===== src/rtl/dsd_mute_detect.sv =====
module dsd_mute_detect #(
  parameter int unsigned         PAT_W   = 8,
  parameter logic [PAT_W-1:0]    PATTERN = 8'h69,
  parameter int unsigned         REPEATS = 256
) (
  input  logic dsd_clk,
  input  logic rst_n,
  input  logic en,
  input  logic dsd_bit,
  output logic mute
);
  localparam int unsigned CNT_W  = $clog2(REPEATS + 1);
  localparam int unsigned POS_W  = $clog2(PAT_W);
  localparam int unsigned SEEN_W = $clog2(PAT_W + 1);
  localparam logic [CNT_W-1:0]  CNT_MAX  = CNT_W'(REPEATS);
  localparam logic [POS_W-1:0]  POS_LAST = POS_W'(PAT_W - 1);
  localparam logic [SEEN_W-1:0] SEEN_MAX = SEEN_W'(PAT_W);

  logic [PAT_W-1:0]  win;
  logic [SEEN_W-1:0] seen;
  logic [POS_W-1:0]  pos;
  logic [CNT_W-1:0]  cnt;
  logic              locked;

  wire [PAT_W-1:0] win_next = {win[PAT_W-2:0], dsd_bit};
  wire             full     = (seen >= SEEN_MAX - 1'b1);
  wire             hit      = full && (win_next == PATTERN);
  wire             exp_bit  = PATTERN[POS_LAST - pos];
  wire             good_bit = locked && (dsd_bit == exp_bit);

  assign mute = (cnt == CNT_MAX);

  always_ff @(posedge dsd_clk or negedge rst_n) begin
    if (!rst_n) begin
      win    <= '0;
      seen   <= '0;
      pos    <= '0;
      cnt    <= '0;
      locked <= 1'b0;
    end else begin
      win <= win_next;
      if (!en) begin
        seen   <= '0;
        pos    <= '0;
        cnt    <= '0;
        locked <= 1'b0;
      end else begin
        if (seen != SEEN_MAX) seen <= seen + 1'b1;
        if (good_bit) begin
          pos <= (pos == POS_LAST) ? '0 : pos + 1'b1;
          if (pos == POS_LAST && cnt != CNT_MAX) cnt <= cnt + 1'b1;
        end else if (hit) begin
          locked <= 1'b1;
          pos    <= '0;
          cnt    <= CNT_W'(1);
        end else begin
          locked <= 1'b0;
          pos    <= '0;
          cnt    <= '0;
        end
      end
    end
  end

  // a wrong bit while muted releases the mute at that edge
  a_r5_release_on_error: assert property (@(posedge dsd_clk) disable iff (!rst_n)
    (en && mute && dsd_bit != exp_bit) |=> !mute);

  // enable low clears progress by the next edge
  a_r7_enable_clears: assert property (@(posedge dsd_clk) disable iff (!rst_n)
    !en |=> (cnt == '0 && !mute && !locked));

  // a saturated count holds while the pattern keeps matching
  a_r6_saturate_hold: assert property (@(posedge dsd_clk) disable iff (!rst_n)
    (en && mute && dsd_bit == exp_bit) |=> mute);

  // the count only ever steps by one, restarts, or holds
  a_r3_count_step: assert property (@(posedge dsd_clk) disable iff (!rst_n)
    1'b1 |=> (cnt <= CNT_W'(1) || cnt == $past(cnt) || cnt == $past(cnt) + 1'b1));

  // a count above one never survives an error bit
  a_r4_error_restart: assert property (@(posedge dsd_clk) disable iff (!rst_n)
    (en && locked && dsd_bit != exp_bit) |=> (cnt <= CNT_W'(1)));

  // the count never passes the threshold
  a_r6_no_overflow: assert property (@(posedge dsd_clk) disable iff (!rst_n)
    cnt <= CNT_MAX);
endmodule


===== config.mk =====
export PLATFORM = sky130hd
export DESIGN_NAME = dsd_mute_detect
export DESIGN_NICKNAME = d
export VERILOG_FILES = /design/src/rtl/dsd_mute_detect.sv
export SDC_FILE = /design/constraint.sdc
export NUM_CORES = 1
export LEC_CHECK = 0
export BUFFER_PORTS_ARGS = -buffer_cell sky130_fd_sc_hd__buf_2
export CORE_ASPECT_RATIO = 1.4
export CORE_MARGIN = 2
export CORE_UTILIZATION = 45
export CTS_BUF_LIST = sky130_fd_sc_hd__clkbuf_4
export CTS_CLUSTER_SIZE = 28
export DETAILED_ROUTE_END_ITERATION = 12
export GPL_ROUTABILITY_DRIVEN = 0
export GPL_TIMING_DRIVEN = 0
export SLEW_MARGIN = 20
export SYNTH_ARGS = -nofsm -noshare
export SYNTH_HDL_FRONTEND = slang
export SYNTH_SLANG_ARGS = --single-unit

===== constraint.sdc =====
create_clock -name dsd_clk -period 1.75 [get_ports dsd_clk]
set_clock_uncertainty 0.15 [all_clocks]
set_input_delay 0.175 -clock dsd_clk [delete_from_list [all_inputs] [get_ports dsd_clk]]
set_output_delay 0.175 -clock dsd_clk [all_outputs]
set_load 0.1 [all_outputs]

==> impl_metrics.prom, run 1 <==
# TYPE chip_impl_metric gauge
chip_impl_info{name="outcome",value="finished, violations left"} 1
chip_impl_info{name="violated_checks",value="negative setup slack"} 1
chip_impl_metric{name="reg2regPathDepth",unit=""} 4
chip_impl_metric{name="synth_compound_area_share",unit="%"} 6.19
chip_impl_info{name="worst-setup-path-type",value="flop to output pin"} 1
chip_impl_metric{name="dieHeight",unit="µm"} 62.3
chip_impl_metric{name="clock_power_share",unit="%"} 27.8
chip_impl_metric{name="grtUsageMet1",unit="%"} 18.8
chip_impl_metric{name="required",unit="ps"} 1420
chip_impl_metric{name="vias_in_the_first_global_route",unit=""} 781
chip_impl_metric{name="layout_min_cycle_time",unit="ps"} 2040
chip_impl_info{name="busiest_layer",value="met2"} 1
chip_impl_metric{name="totalPowerFinal",unit="mW"} 0.862
chip_impl_metric{name="netSwitchingFraction",unit="%"} 22.2
chip_impl_metric{name="post_synthesis_mux_area_share",unit="%"} 1.83
chip_impl_metric{name="layout-area-overhead-vs-synth",unit="%"} 18.2
chip_impl_info{name="cts_root_buf",value="sky130_fd_sc_hd__clkbuf_4"} 1
chip_impl_metric{name="antenna_cells_inserted",unit=""} 0
chip_impl_metric{name="crit_path_max_fanout",unit=""} 2
chip_impl_metric{name="placed_wire_length_estimate",unit="µm"} 1240
chip_impl_metric{name="hold_path_depth",unit=""} 3
chip_impl_metric{name="syn_area_per_cell",unit="µm²"} 12.1
chip_impl_metric{name="final_critical_path_setup_slack",unit="ps"} -289
chip_impl_metric{name="pwr-share-seq",unit="%"} 67.2
chip_impl_info{name="tritoncts",value="done"} 1
chip_impl_metric{name="finalHoldViolCount",unit=""} 0
chip_impl_metric{name="maximum_number_of_pins_on_one_net_before_global_route_repair",unit=""} 25
chip_impl_metric{name="htree_num_levels",unit=""} 1
chip_impl_info{name="min_to",value="pos[0]"} 1
chip_impl_metric{name="nFillCells",unit=""} 202
chip_impl_metric{name="final_area",unit="µm²"} 1290
chip_impl_metric{name="internal-power",unit="mW"} 0.671
chip_impl_metric{name="die_x",unit="µm"} 45.6
chip_impl_metric{name="postSynthCellCount",unit=""} 90
chip_impl_metric{name="gr-usage-met3",unit="%"} 3.20
chip_impl_metric{name="track_usage",unit="%"} 15.5
chip_impl_metric{name="synth-simple-area-share",unit="%"} 18.3
chip_impl_info{name="critPathCaptureType",value="output pin"} 1
chip_impl_metric{name="dpl.cell_count",unit=""} 117
chip_impl_metric{name="globalRouteMet2Util",unit="%"} 24.3
chip_impl_metric{name="fp-row-count",unit=""} 21
chip_impl_metric{name="yosys_register_bits",unit=""} 24
chip_impl_metric{name="maxClockFrequency",unit="MHz"} 490
chip_impl_metric{name="finalNonFillerCells",unit=""} 130
chip_impl_metric{name="cts_made_buffers",unit=""} 3
chip_impl_metric{name="clkSinkCount",unit=""} 24
chip_impl_metric{name="max_cap_viol_count",unit=""} 0
chip_impl_metric{name="residual_drc",unit=""} 0
chip_impl_metric{name="mappedNetlistArea",unit="µm²"} 1090
chip_impl_info{name="reg2reg_from",value="cnt[7]"} 1
chip_impl_metric{name="unique_cell_type_count_in_the_yosys_netlist",unit=""} 30
chip_impl_metric{name="share_of_layout_cells_above_drive_strength_1",unit="%"} 23.4
chip_impl_info{name="largest_family_of_logic_cells_by_synthesized_area",value="simple AND/OR/NAND/NOR gates"} 1
chip_impl_metric{name="final_max_slew_viol_count",unit=""} 0
chip_impl_metric{name="worst-slew-pin-transition",unit="ps"} 527
chip_impl_metric{name="p_leak",unit="nW"} 0.582
chip_impl_metric{name="p_switching",unit="mW"} 0.191
chip_impl_info{name="netlist.top_cell.by_area",value="sky130_fd_sc_hd__dfrtp_1"} 1
chip_impl_metric{name="hold-worst-slack",unit="ps"} 17.1
chip_impl_metric{name="finalSetupViolations",unit=""} 3
chip_impl_metric{name="first_pass_grt_wire_length",unit="µm"} 3230
chip_impl_metric{name="detailedRoute.firstIterationViolations",unit=""} 4
chip_impl_metric{name="setup.reg_to_reg.worst_slack",unit="ps"} -150
chip_impl_metric{name="maximum_vdd_ir_drop",unit="mV"} 0.392
chip_impl_metric{name="floorplan.die_area",unit="µm²"} 2840
chip_impl_metric{name="clk_path_buf_depth",unit=""} 2
chip_impl_metric{name="antenna_violating_nets_post_route",unit=""} 0
chip_impl_metric{name="dpl-instance-area",unit="µm²"} 1160
chip_impl_metric{name="starting_density",unit="%"} 46.7
chip_impl_metric{name="gr-total-overflow",unit=""} 0
chip_impl_info{name="synthTopCellsByArea",value="sky130_fd_sc_hd__dfrtp_1 (55%), sky130_fd_sc_hd__ha_1 (6.9%), sky130_fd_sc_hd__xnor2_1 (4.0%)"} 1
chip_impl_info{name="regToRegEndpoint",value="cnt[1]"} 1
chip_impl_metric{name="worstSkewPairLatency",unit="ps"} 300
chip_impl_metric{name="routed_via_count",unit=""} 691
chip_impl_metric{name="power-per-cell-area",unit="nW/µm²"} 668
chip_impl_metric{name="post_synth_xor_area_fraction",unit="%"} 9.29
chip_impl_metric{name="netlist.area_leader.share",unit="%"} 55.0
chip_impl_metric{name="ios",unit=""} 5
chip_impl_metric{name="vias_per_cell",unit=""} 5.32
chip_impl_metric{name="io_buffer_count",unit=""} 4
chip_impl_metric{name="cts.reportedPaths.clkPinSlew",unit="ps"} 130
chip_impl_metric{name="comb_power_share",unit="%"} 5.0
chip_impl_info{name="timing.hold.worst.class",value="input port to flop"} 1
chip_impl_metric{name="worst_ep_arrival_time",unit="ps"} 1710
chip_impl_metric{name="syn_nets",unit=""} 100
chip_impl_metric{name="finalNetCount",unit=""} 118
chip_impl_metric{name="wire_per_inst",unit="µm"} 14.0
chip_impl_metric{name="timing.final.crit_share",unit="%"} 117
chip_impl_metric{name="yosys_warnings",unit=""} 0
chip_impl_metric{name="ys_seq_area_share",unit="%"} 55.0
chip_impl_info{name="critPathLaunchType",value="flop"} 1
chip_impl_metric{name="detailedRoute.firstPassIterationCount",unit=""} 3
chip_impl_metric{name="final_core_utilization",unit="%"} 55.2
chip_impl_metric{name="totalWireLength",unit="µm"} 1830
chip_impl_metric{name="worst_slew_margin_rel",unit="%"} 64.9
chip_impl_metric{name="adder_and_majority_cell_fraction_of_the_synthesized_area",unit="%"} 6.88
chip_impl_metric{name="design.core.area",unit="µm²"} 2340
chip_impl_info{name="worst_hold_startpoint",value="en"} 1
chip_impl_metric{name="number_of_antenna_violations_at_the_first_check_in_global_routing",unit=""} 0
chip_impl_info{name="rsz0062_at_grt",value="true"} 1
[stage by stage]
step	setup TNS [ps]	worst slack, ps
after global placement	-732	-181
after CTS	-414	-302
after floorplan	-1300	-756
final	-549	-289
after detailed placement	-1120	-173
after global routing	-762	-384
[power groups by stage]
stage | Combinational (mW) | Sequential [mW] | Clock [mW]
CTS | 0.0431 | 0.580 | 0.252
floorplan | 0.0181 | 0.587 | 0
detailed placement | 0.0395 | 0.590 | 0
global placement | 0.0368 | 0.590 | 0
global route | 0.0502 | 0.582 | 0.283
finish | 0.0428 | 0.580 | 0.240
[sequential cells by signal (all words and copies together) (netlist names)]
register,cells
win,7
locked,1
pos,3
seen,4
cnt,9
[how the worst max path moves through the flow]
stage | start | end | cells past startpoint
after floorplan | cnt[5] | cnt[2] | 4
after global placement | cnt[5] | mute | 3
after detailed placement | cnt[5] | mute | 3
after CTS | cnt[7] | mute | 3
after global routing | cnt[7] | mute | 3
final | cnt[7] | mute | 3
[cell type report]
cell class	count	area (µm²)	area share [%]
buffer	1	11.3	0.873
clock buffer	3	22.5	1.75
clock inverter	1	3.75	0.291
inverter	4	15.0	1.16
multi-input combinational	61	505	39.2
sequential	24	601	46.6
tap	23	28.8	2.23
timing repair buffer	13	103	7.95
[worst max-delay path: stages, from the launching register on]
cell                      delay [ps]
sky130_fd_sc_hd__dfrtp_1         400
sky130_fd_sc_hd__or4_4           570
sky130_fd_sc_hd__nor4_4          170
sky130_fd_sc_hd__buf_6           260
[what timing repair did]
action	in CTS	in global routing
pin swaps	5	3
buffers inserted	5	1
endpoints found under the setup margin	11	12
hold endpoints to repair	25	0
resized for setup	6	3
hold buffers	2	0
gates cloned	1	0
[layout by cell type, fill, tap and decap left out, types with 4 or more instances in the layout]
cell type	n
sky130_fd_sc_hd__xor2_1	4
sky130_fd_sc_hd__nand3_1	5
sky130_fd_sc_hd__nor2_1	8
sky130_fd_sc_hd__xnor2_1	5
sky130_fd_sc_hd__inv_1	4
sky130_fd_sc_hd__buf_4	6
sky130_fd_sc_hd__nand2_1	6
sky130_fd_sc_hd__ha_1	4
sky130_fd_sc_hd__dfrtp_1	24
[per-layer routing]
metal | share of wire (%) | wire [µm]
met1 | 42 | 765
met2 | 53 | 974
met3 | 3.0 | 54
met4 | 1.6 | 30
met5 | 0 | 0
[Yosys cell counts]
cell / number
sky130_fd_sc_hd__dfrtp_1: 24
sky130_fd_sc_hd__nor2_1: 8
sky130_fd_sc_hd__nand2_1: 7
sky130_fd_sc_hd__ha_1: 6
sky130_fd_sc_hd__nand3_1: 5
sky130_fd_sc_hd__xnor2_1: 5
sky130_fd_sc_hd__inv_1: 4
sky130_fd_sc_hd__xor2_1: 4
sky130_fd_sc_hd__a21oi_1: 3
sky130_fd_sc_hd__and2_1: 2
sky130_fd_sc_hd__and4_1: 2
sky130_fd_sc_hd__mux2i_1: 2
sky130_fd_sc_hd__a21boi_0: 1
sky130_fd_sc_hd__and2_2: 1
sky130_fd_sc_hd__and3_1: 1
sky130_fd_sc_hd__and3_2: 1
sky130_fd_sc_hd__buf_6: 1
sky130_fd_sc_hd__nand4_1: 1
sky130_fd_sc_hd__nor2b_1: 1
sky130_fd_sc_hd__nor3_1: 1
sky130_fd_sc_hd__nor3b_1: 1
sky130_fd_sc_hd__nor4_1: 1
sky130_fd_sc_hd__nor4b_1: 1
sky130_fd_sc_hd__nor4bb_1: 1
sky130_fd_sc_hd__o21ai_0: 1
sky130_fd_sc_hd__o22ai_2: 1
sky130_fd_sc_hd__o41ai_4: 1
sky130_fd_sc_hd__or3_1: 1
sky130_fd_sc_hd__or4_4: 1
sky130_fd_sc_hd__xnor3_1: 1
[logic make-up after synthesis]
logic type	after synthesis
flip-flops	24
AO/OA/AOI/OAI	7
XOR/XNOR	10
AND/OR/NAND/NOR	36
multiplexers	2
buffers and inverters	5
adder cells (fa/ha/maj)	6
Power figures use the tool's default switching activity.
==> run 2, diff against run 1 <==
- CORE_UTILIZATION: 45 -> 40
==> run 2 against run 1 <==
The run still ends with negative setup slack left. Die area grew 12%. Total power shrank 0.71%. First-iteration DRC count grew 130%. Maximum frequency shrank 1.1%. Highest routed layer unchanged. Wire length shrank 1.2%. Register-to-register slack lost 100 ps. Non-clock buffer count grew 1. Critical path depth is the same. Combinational power is essentially flat. Critical endpoint unchanged. Final cell count grew 10%. Setup slack lost 22 ps. Critical path type unchanged.
==> impl_metrics.prom, run 2 (synthesized netlist as in run 1, its figures left out) <==
# TYPE chip_impl_metric gauge
chip_impl_metric{name="antenna_violating_nets_post_route",unit=""} 0
chip_impl_info{name="timing.hold.worst.class",value="input port to flop"} 1
chip_impl_metric{name="die_x",unit="µm"} 48.1
chip_impl_metric{name="maxClockFrequency",unit="MHz"} 485
chip_impl_metric{name="finalSetupViolations",unit=""} 3
chip_impl_metric{name="hold-worst-slack",unit="ps"} 26.9
chip_impl_metric{name="routed_via_count",unit=""} 690
chip_impl_metric{name="starting_density",unit="%"} 41.7
chip_impl_info{name="violated_checks",value="negative setup slack"} 1
chip_impl_metric{name="residual_drc",unit=""} 0
chip_impl_metric{name="final_max_slew_viol_count",unit=""} 0
chip_impl_metric{name="timing.final.crit_share",unit="%"} 118
chip_impl_metric{name="crit_path_max_fanout",unit=""} 2
chip_impl_metric{name="ios",unit=""} 5
chip_impl_metric{name="largest_register_ffs",unit=""} 9
chip_impl_metric{name="dieHeight",unit="µm"} 65.8
chip_impl_metric{name="pre_cts_ws",unit="ps"} -239
chip_impl_metric{name="layout_min_cycle_time",unit="ps"} 2060
chip_impl_metric{name="worst_slew_margin_rel",unit="%"} 65.1
chip_impl_metric{name="worst-slew-pin-transition",unit="ps"} 524
chip_impl_metric{name="finalHoldViolCount",unit=""} 0
chip_impl_info{name="tritoncts",value="done"} 1
chip_impl_metric{name="setup.reg_to_reg.worst_slack",unit="ps"} -250
chip_impl_metric{name="detailedRoute.firstPassIterationCount",unit=""} 2
chip_impl_metric{name="maximum_number_of_pins_on_one_net_before_global_route_repair",unit=""} 25
chip_impl_metric{name="share_of_layout_cells_above_drive_strength_1",unit="%"} 26.2
chip_impl_info{name="worst-setup-path-type",value="flop to output pin"} 1
chip_impl_metric{name="final_critical_path_setup_slack",unit="ps"} -311
chip_impl_metric{name="finalSetupTns",unit="ps"} -814
chip_impl_info{name="mostFrequentLayoutCell",value="sky130_fd_sc_hd__dfrtp_1"} 1
chip_impl_info{name="regToRegEndpoint",value="cnt[0]"} 1
chip_impl_metric{name="power-per-cell-area",unit="nW/µm²"} 647
chip_impl_info{name="worst_setup_path_endpoint",value="mute"} 1
chip_impl_metric{name="reg2regPathDepth",unit=""} 6
chip_impl_info{name="worstPathCellList",value="or4_4 -> nor4_4 -> buf_6"} 1
chip_impl_metric{name="number_of_antenna_violations_at_the_first_check_in_global_routing",unit=""} 0
chip_impl_info{name="critPathLaunchType",value="flop"} 1
chip_impl_metric{name="final_core_utilization",unit="%"} 50.6
chip_impl_metric{name="track_usage",unit="%"} 14.4
chip_impl_info{name="cts_root_buf",value="sky130_fd_sc_hd__clkbuf_4"} 1
chip_impl_metric{name="totalWireLength",unit="µm"} 1810
chip_impl_info{name="reg_with_most_ffs",value="cnt"} 1
chip_impl_metric{name="design.core.area",unit="µm²"} 2620
chip_impl_metric{name="layout-area-overhead-vs-synth",unit="%"} 21.2
chip_impl_metric{name="htree_num_levels",unit=""} 1
chip_impl_metric{name="hold_path_depth",unit=""} 3
chip_impl_info{name="outcome",value="finished, violations left"} 1
chip_impl_info{name="critPathCaptureType",value="output pin"} 1
chip_impl_info{name="critical-path-slowest-cell",value="sky130_fd_sc_hd__or4_4"} 1
chip_impl_metric{name="p_leak",unit="nW"} 0.591
chip_impl_metric{name="finalNetCount",unit=""} 119
chip_impl_metric{name="maximum_vdd_ir_drop",unit="mV"} 0.528
chip_impl_metric{name="wire_per_inst",unit="µm"} 12.6
chip_impl_metric{name="clkSinkCount",unit=""} 24
chip_impl_metric{name="cts.reportedPaths.clkPinSlew",unit="ps"} 120
chip_impl_metric{name="cts_made_buffers",unit=""} 3
chip_impl_metric{name="placed_wire_length_estimate",unit="µm"} 1210
chip_impl_metric{name="worstSkewPairLatency",unit="ps"} 310
chip_impl_metric{name="floorplan.die_area",unit="µm²"} 3170
chip_impl_metric{name="io_buffer_count",unit=""} 4
chip_impl_metric{name="finalNonFillerCells",unit=""} 143
chip_impl_metric{name="fp-row-count",unit=""} 22
chip_impl_metric{name="gr-total-overflow",unit=""} 0
chip_impl_info{name="rsz0062_at_grt",value="true"} 1
chip_impl_metric{name="vias_per_cell",unit=""} 4.83
chip_impl_metric{name="clk_path_buf_depth",unit=""} 2
chip_impl_info{name="reg2reg_from",value="cnt[5]"} 1
chip_impl_metric{name="delay_contributed_by_the_slowest_stage_of_the_critical_path",unit="ps"} 550
chip_impl_metric{name="detailedRoute.firstIterationViolations",unit=""} 9
chip_impl_metric{name="max_cap_viol_count",unit=""} 0
chip_impl_metric{name="vias_in_the_first_global_route",unit=""} 749
chip_impl_metric{name="first_pass_grt_wire_length",unit="µm"} 3170
chip_impl_info{name="layout_common_cells",value="sky130_fd_sc_hd__dfrtp_1 (24), sky130_fd_sc_hd__nor2_1 (8), sky130_fd_sc_hd__buf_4 (6)"} 1
chip_impl_metric{name="worst_ep_arrival_time",unit="ps"} 1740
chip_impl_metric{name="dpl.cell_count",unit=""} 130
chip_impl_metric{name="antenna_cells_inserted",unit=""} 0
chip_impl_metric{name="required",unit="ps"} 1420
chip_impl_info{name="crit_path_from",value="cnt[5]"} 1
chip_impl_info{name="largestRegisters",value="cnt (9), win (7), seen (4)"} 1
[run 2: cell types whose count changed in the layout (fill, tap and decap cells not counted), sizes merged]
cell / before / now
clkinv: 1 / 0
buf: 12 / 13
[run 2: routing by layer]
metal / share of wire (%) / global-route usage [%]
met5: 0 / 0
met4: 2.0 / 7.09
met3: 2.2 / 3.28
met2: 51 / 22.2
met1: 45 / 18.1
[run 2: through the flow]
stage	instance area [µm²]	total power [mW]
finish	1320	0.856
global route	1320	0.904
CTS	1290	0.869
detailed placement	1170	0.629
global placement	1170	0.626
floorplan	1110	0.605
[run 2: timing repair]
| action | in CTS | in global routing |
|---|---|---|
| pin swaps | 7 | 7 |
| setup endpoints to repair | 11 | 12 |
| hold buffers | 2 | 0 |
| endpoints found under the hold margin | 25 | 0 |
| cloned | 1 | 0 |
| gates resized for setup | 8 | 4 |
| buffers inserted | 5 | 2 |
[run 2: worst min path at each step]
stage          start       to  slack [ps]
2_1_floorplan  rst_n   cnt[0]        -270
3_3_place_gp   rst_n   cnt[6]          30
3_5_place_dp   rst_n   cnt[4]          40
4_1_cts           en  seen[2]          20
5_1_grt           en  seen[2]           6
6_report          en   pos[0]          30
[run 2: worst max-delay path: cells and delay by family, from the launching register on]
| kind | cells | cell delay [ps] |
|---|---|---|
| flip-flops | 1 | 400 |
| AND/OR/NAND/NOR | 2 | 750 |
| buffers and inverters | 1 | 270 |
[run 2: power by group]
part / internal, mW / switching, mW
Clock: 0.0804 / 0.153
Combinational: 0.0192 / 0.0234
Sequential: 0.568 / 0.0116
[run 2: final cells by class]
cell class	count	area, µm²
plain buffers	1	11.3
clock buffers	3	22.5
fillers	236	1290
inverters	4	15.0
multi-input cells	61	514
flip-flops and latches	24	601
well taps	36	45.0
repair buffers	14	114
==> run 3, diff against run 2 <==
--- a/config.mk
+++ b/config.mk
@@ -11,3 +11,2 @@
 export CORE_UTILIZATION = 40
-export CTS_BUF_LIST = sky130_fd_sc_hd__clkbuf_4
 export CTS_CLUSTER_SIZE = 28
==> constraint.sdc (replaced) <==
create_clock -name dsd_clk -period 1.75 [get_ports dsd_clk]
set_clock_uncertainty 0.15 [all_clocks]
set_input_delay 0.0875 -clock dsd_clk [delete_from_list [all_inputs] [get_ports dsd_clk]]
set_output_delay 0.0875 -clock dsd_clk [all_outputs]
set_load 0.1 [all_outputs]
==> run 3 against run 2 <==
The run still ends with negative setup slack left. Combinational power increased by 4%. Largest power group unchanged. First-iteration DRC count unchanged. Largest cell class unchanged. Maximum frequency increased by 3.9%. Clock power about the same. Hold slack improved by 90 ps. Flip-flop and latch count unchanged. Clock-buffer cell count unchanged. Die area unchanged. Sequential share of layout area decreased by 0.086 points. Core utilization increased by 0.096 points. Setup slack improved by 78 ps.
==> impl_metrics.prom, run 3 (synthesized netlist as in run 1, its figures left out) <==
# TYPE chip_impl_metric gauge
chip_impl_metric{name="vias_per_cell",unit=""} 4.85
chip_impl_metric{name="worstSkewPairLatency",unit="ps"} 310
chip_impl_info{name="mostFrequentLayoutCell",value="sky130_fd_sc_hd__dfrtp_1"} 1
chip_impl_metric{name="io_buffer_count",unit=""} 4
chip_impl_info{name="layout_common_cells",value="sky130_fd_sc_hd__dfrtp_1 (24), sky130_fd_sc_hd__nor2_1 (8)"} 1
chip_impl_metric{name="dpl.cell_count",unit=""} 130
chip_impl_metric{name="first_pass_grt_wire_length",unit="µm"} 3180
chip_impl_metric{name="timing.final.crit_share",unit="%"} 113
chip_impl_metric{name="share_of_layout_cells_above_drive_strength_1",unit="%"} 25.2
chip_impl_info{name="cts_root_buf",value="sky130_fd_sc_hd__clkbuf_4"} 1
chip_impl_metric{name="totalPowerFinal",unit="mW"} 0.858
chip_impl_metric{name="vias_in_the_first_global_route",unit=""} 751
chip_impl_info{name="critPathCaptureType",value="output pin"} 1
chip_impl_metric{name="nFillCells",unit=""} 233
chip_impl_metric{name="residual_drc",unit=""} 0
chip_impl_metric{name="htree_num_levels",unit=""} 1
chip_impl_metric{name="layout_min_cycle_time",unit="ps"} 1980
chip_impl_metric{name="pre_cts_ws",unit="ps"} -151
chip_impl_metric{name="dieHeight",unit="µm"} 65.8
chip_impl_metric{name="maximum_vdd_ir_drop",unit="mV"} 0.526
chip_impl_metric{name="detailedRoute.firstIterationViolations",unit=""} 9
chip_impl_metric{name="gr-total-overflow",unit=""} 0
chip_impl_metric{name="antenna_violating_nets_post_route",unit=""} 0
chip_impl_info{name="worst-setup-path-type",value="flop to output pin"} 1
chip_impl_metric{name="routed_via_count",unit=""} 693
chip_impl_metric{name="maxClockFrequency",unit="MHz"} 504
chip_impl_info{name="tritoncts",value="done"} 1
chip_impl_metric{name="totalWireLength",unit="µm"} 1820
chip_impl_metric{name="starting_density",unit="%"} 41.7
chip_impl_info{name="rsz0062_at_grt",value="true"} 1
chip_impl_metric{name="area_taken_by_multi_input_logic_gates",unit="µm²"} 514
chip_impl_metric{name="largest_register_ffs",unit=""} 9
chip_impl_metric{name="finalNonFillerCells",unit=""} 143
chip_impl_metric{name="antenna_cells_inserted",unit=""} 0
chip_impl_metric{name="fp-row-count",unit=""} 22
chip_impl_metric{name="track_usage",unit="%"} 14.5
chip_impl_metric{name="maximum_number_of_pins_on_one_net_before_global_route_repair",unit=""} 25
chip_impl_metric{name="cts.reportedPaths.clkPinSlew",unit="ps"} 120
chip_impl_metric{name="finalSetupViolations",unit=""} 3
chip_impl_metric{name="final_critical_path_setup_slack",unit="ps"} -233
chip_impl_metric{name="p_leak",unit="nW"} 0.590
chip_impl_info{name="reg_with_most_ffs",value="cnt"} 1
chip_impl_metric{name="ff_latch_area",unit="µm²"} 601
chip_impl_metric{name="clk_path_buf_depth",unit=""} 2
chip_impl_metric{name="worst_ep_arrival_time",unit="ps"} 1750
chip_impl_metric{name="floorplan.die_area",unit="µm²"} 3170
chip_impl_metric{name="hold-worst-slack",unit="ps"} 117
chip_impl_metric{name="worst_slew_margin_rel",unit="%"} 65.1
chip_impl_info{name="violated_checks",value="negative setup slack"} 1
chip_impl_metric{name="finalHoldViolCount",unit=""} 0
chip_impl_metric{name="number_of_antenna_violations_at_the_first_check_in_global_routing",unit=""} 0
chip_impl_metric{name="finalNetCount",unit=""} 119
chip_impl_metric{name="max_cap_viol_count",unit=""} 0
chip_impl_metric{name="power-per-cell-area",unit="nW/µm²"} 647
chip_impl_metric{name="design.core.area",unit="µm²"} 2620
chip_impl_metric{name="required",unit="ps"} 1510
chip_impl_metric{name="worst-slew-pin-transition",unit="ps"} 523
chip_impl_info{name="critPathLaunchType",value="flop"} 1
chip_impl_metric{name="final_max_slew_viol_count",unit=""} 0
chip_impl_metric{name="cts_made_buffers",unit=""} 3
chip_impl_metric{name="ios",unit=""} 5
chip_impl_info{name="outcome",value="finished, violations left"} 1
chip_impl_metric{name="crit_path_max_fanout",unit=""} 2
chip_impl_metric{name="detailedRoute.firstPassIterationCount",unit=""} 2
chip_impl_metric{name="clkSinkCount",unit=""} 24
chip_impl_metric{name="layout-area-overhead-vs-synth",unit="%"} 21.4
chip_impl_metric{name="wire_per_inst",unit="µm"} 12.7
chip_impl_info{name="timing.hold.worst.class",value="input port to asynchronous set/reset pin"} 1
chip_impl_info{name="largestRegisters",value="cnt (9), win (7), seen (4)"} 1
chip_impl_metric{name="die_x",unit="µm"} 48.1
chip_impl_metric{name="placed_wire_length_estimate",unit="µm"} 1210
## run 3: changes by cell type in the layout (fill, tap and decap cells not counted)
cell | before | now
sky130_fd_sc_hd__buf_4 | 6 | 5
sky130_fd_sc_hd__dlygate4sd3_1 | 2 | 3
## run 3: timing repair
item | in CTS | in global routing
endpoints found under the hold margin | 34 | 0
hold buffers | 3 | 0
setup endpoints to repair | 11 | 12
resized for setup | 8 | 5
setup buffers | 5 | 2
gates cloned | 1 | 0
pin swaps | 5 | 9
## run 3: final cells by class
class,count,area share [%]
flip-flops and latches,24,45.3
multi-input cells,61,38.8
repair buffers,14,8.78
well taps,36,3.40
clock buffers,3,1.70
inverters,4,1.13
plain buffers,1,0.850
## run 3: per-layer routing
layer	up-vias	global-route usage, %	share of wire, %
li1	341	-	-
met1	340	18.1	45
met2	8	22.5	51
met3	4	3.28	2.1
met4	0	7.09	2.2
met5	-	0	0
## run 3: where the power goes
group / internal (mW) / switching (mW) / leakage (nW)
combinational: 0.0206 / 0.0237 / 0.259
clock: 0.0805 / 0.153 / 0.0138
sequential: 0.568 / 0.0115 / 0.317
## run 3: final timing paths
path	cells after the start	slack [ps]	startpoint	to
max	3	-230	cnt[5]	mute
min	2	120	rst_n	cnt[5]
max reg2reg	5	-220	cnt[5]	cnt[1]
min reg2reg	0	240	win[4]	win[5]
max in group asynchronous	2	980	rst_n	pos[0]
min in group dsd_clk	0	240	win[4]	win[5]
## run 3: metrics by stage
step | area, µm² | utilization, % | TNS [ps]
after global placement | 1170 | 44.9 | -761
final | 1330 | 50.7 | -662
after detailed placement | 1170 | 44.9 | -968
after global routing | 1330 | 50.7 | -872
after CTS | 1300 | 49.9 | -944
after floorplan | 1110 | - | -1220
## run 3: worst max-delay path, stage by stage (launching register included)
cell and delay, ps:
sky130_fd_sc_hd__dfrtp_1 400, sky130_fd_sc_hd__or4_4 560, sky130_fd_sc_hd__nor4_4 200, sky130_fd_sc_hd__buf_6 270
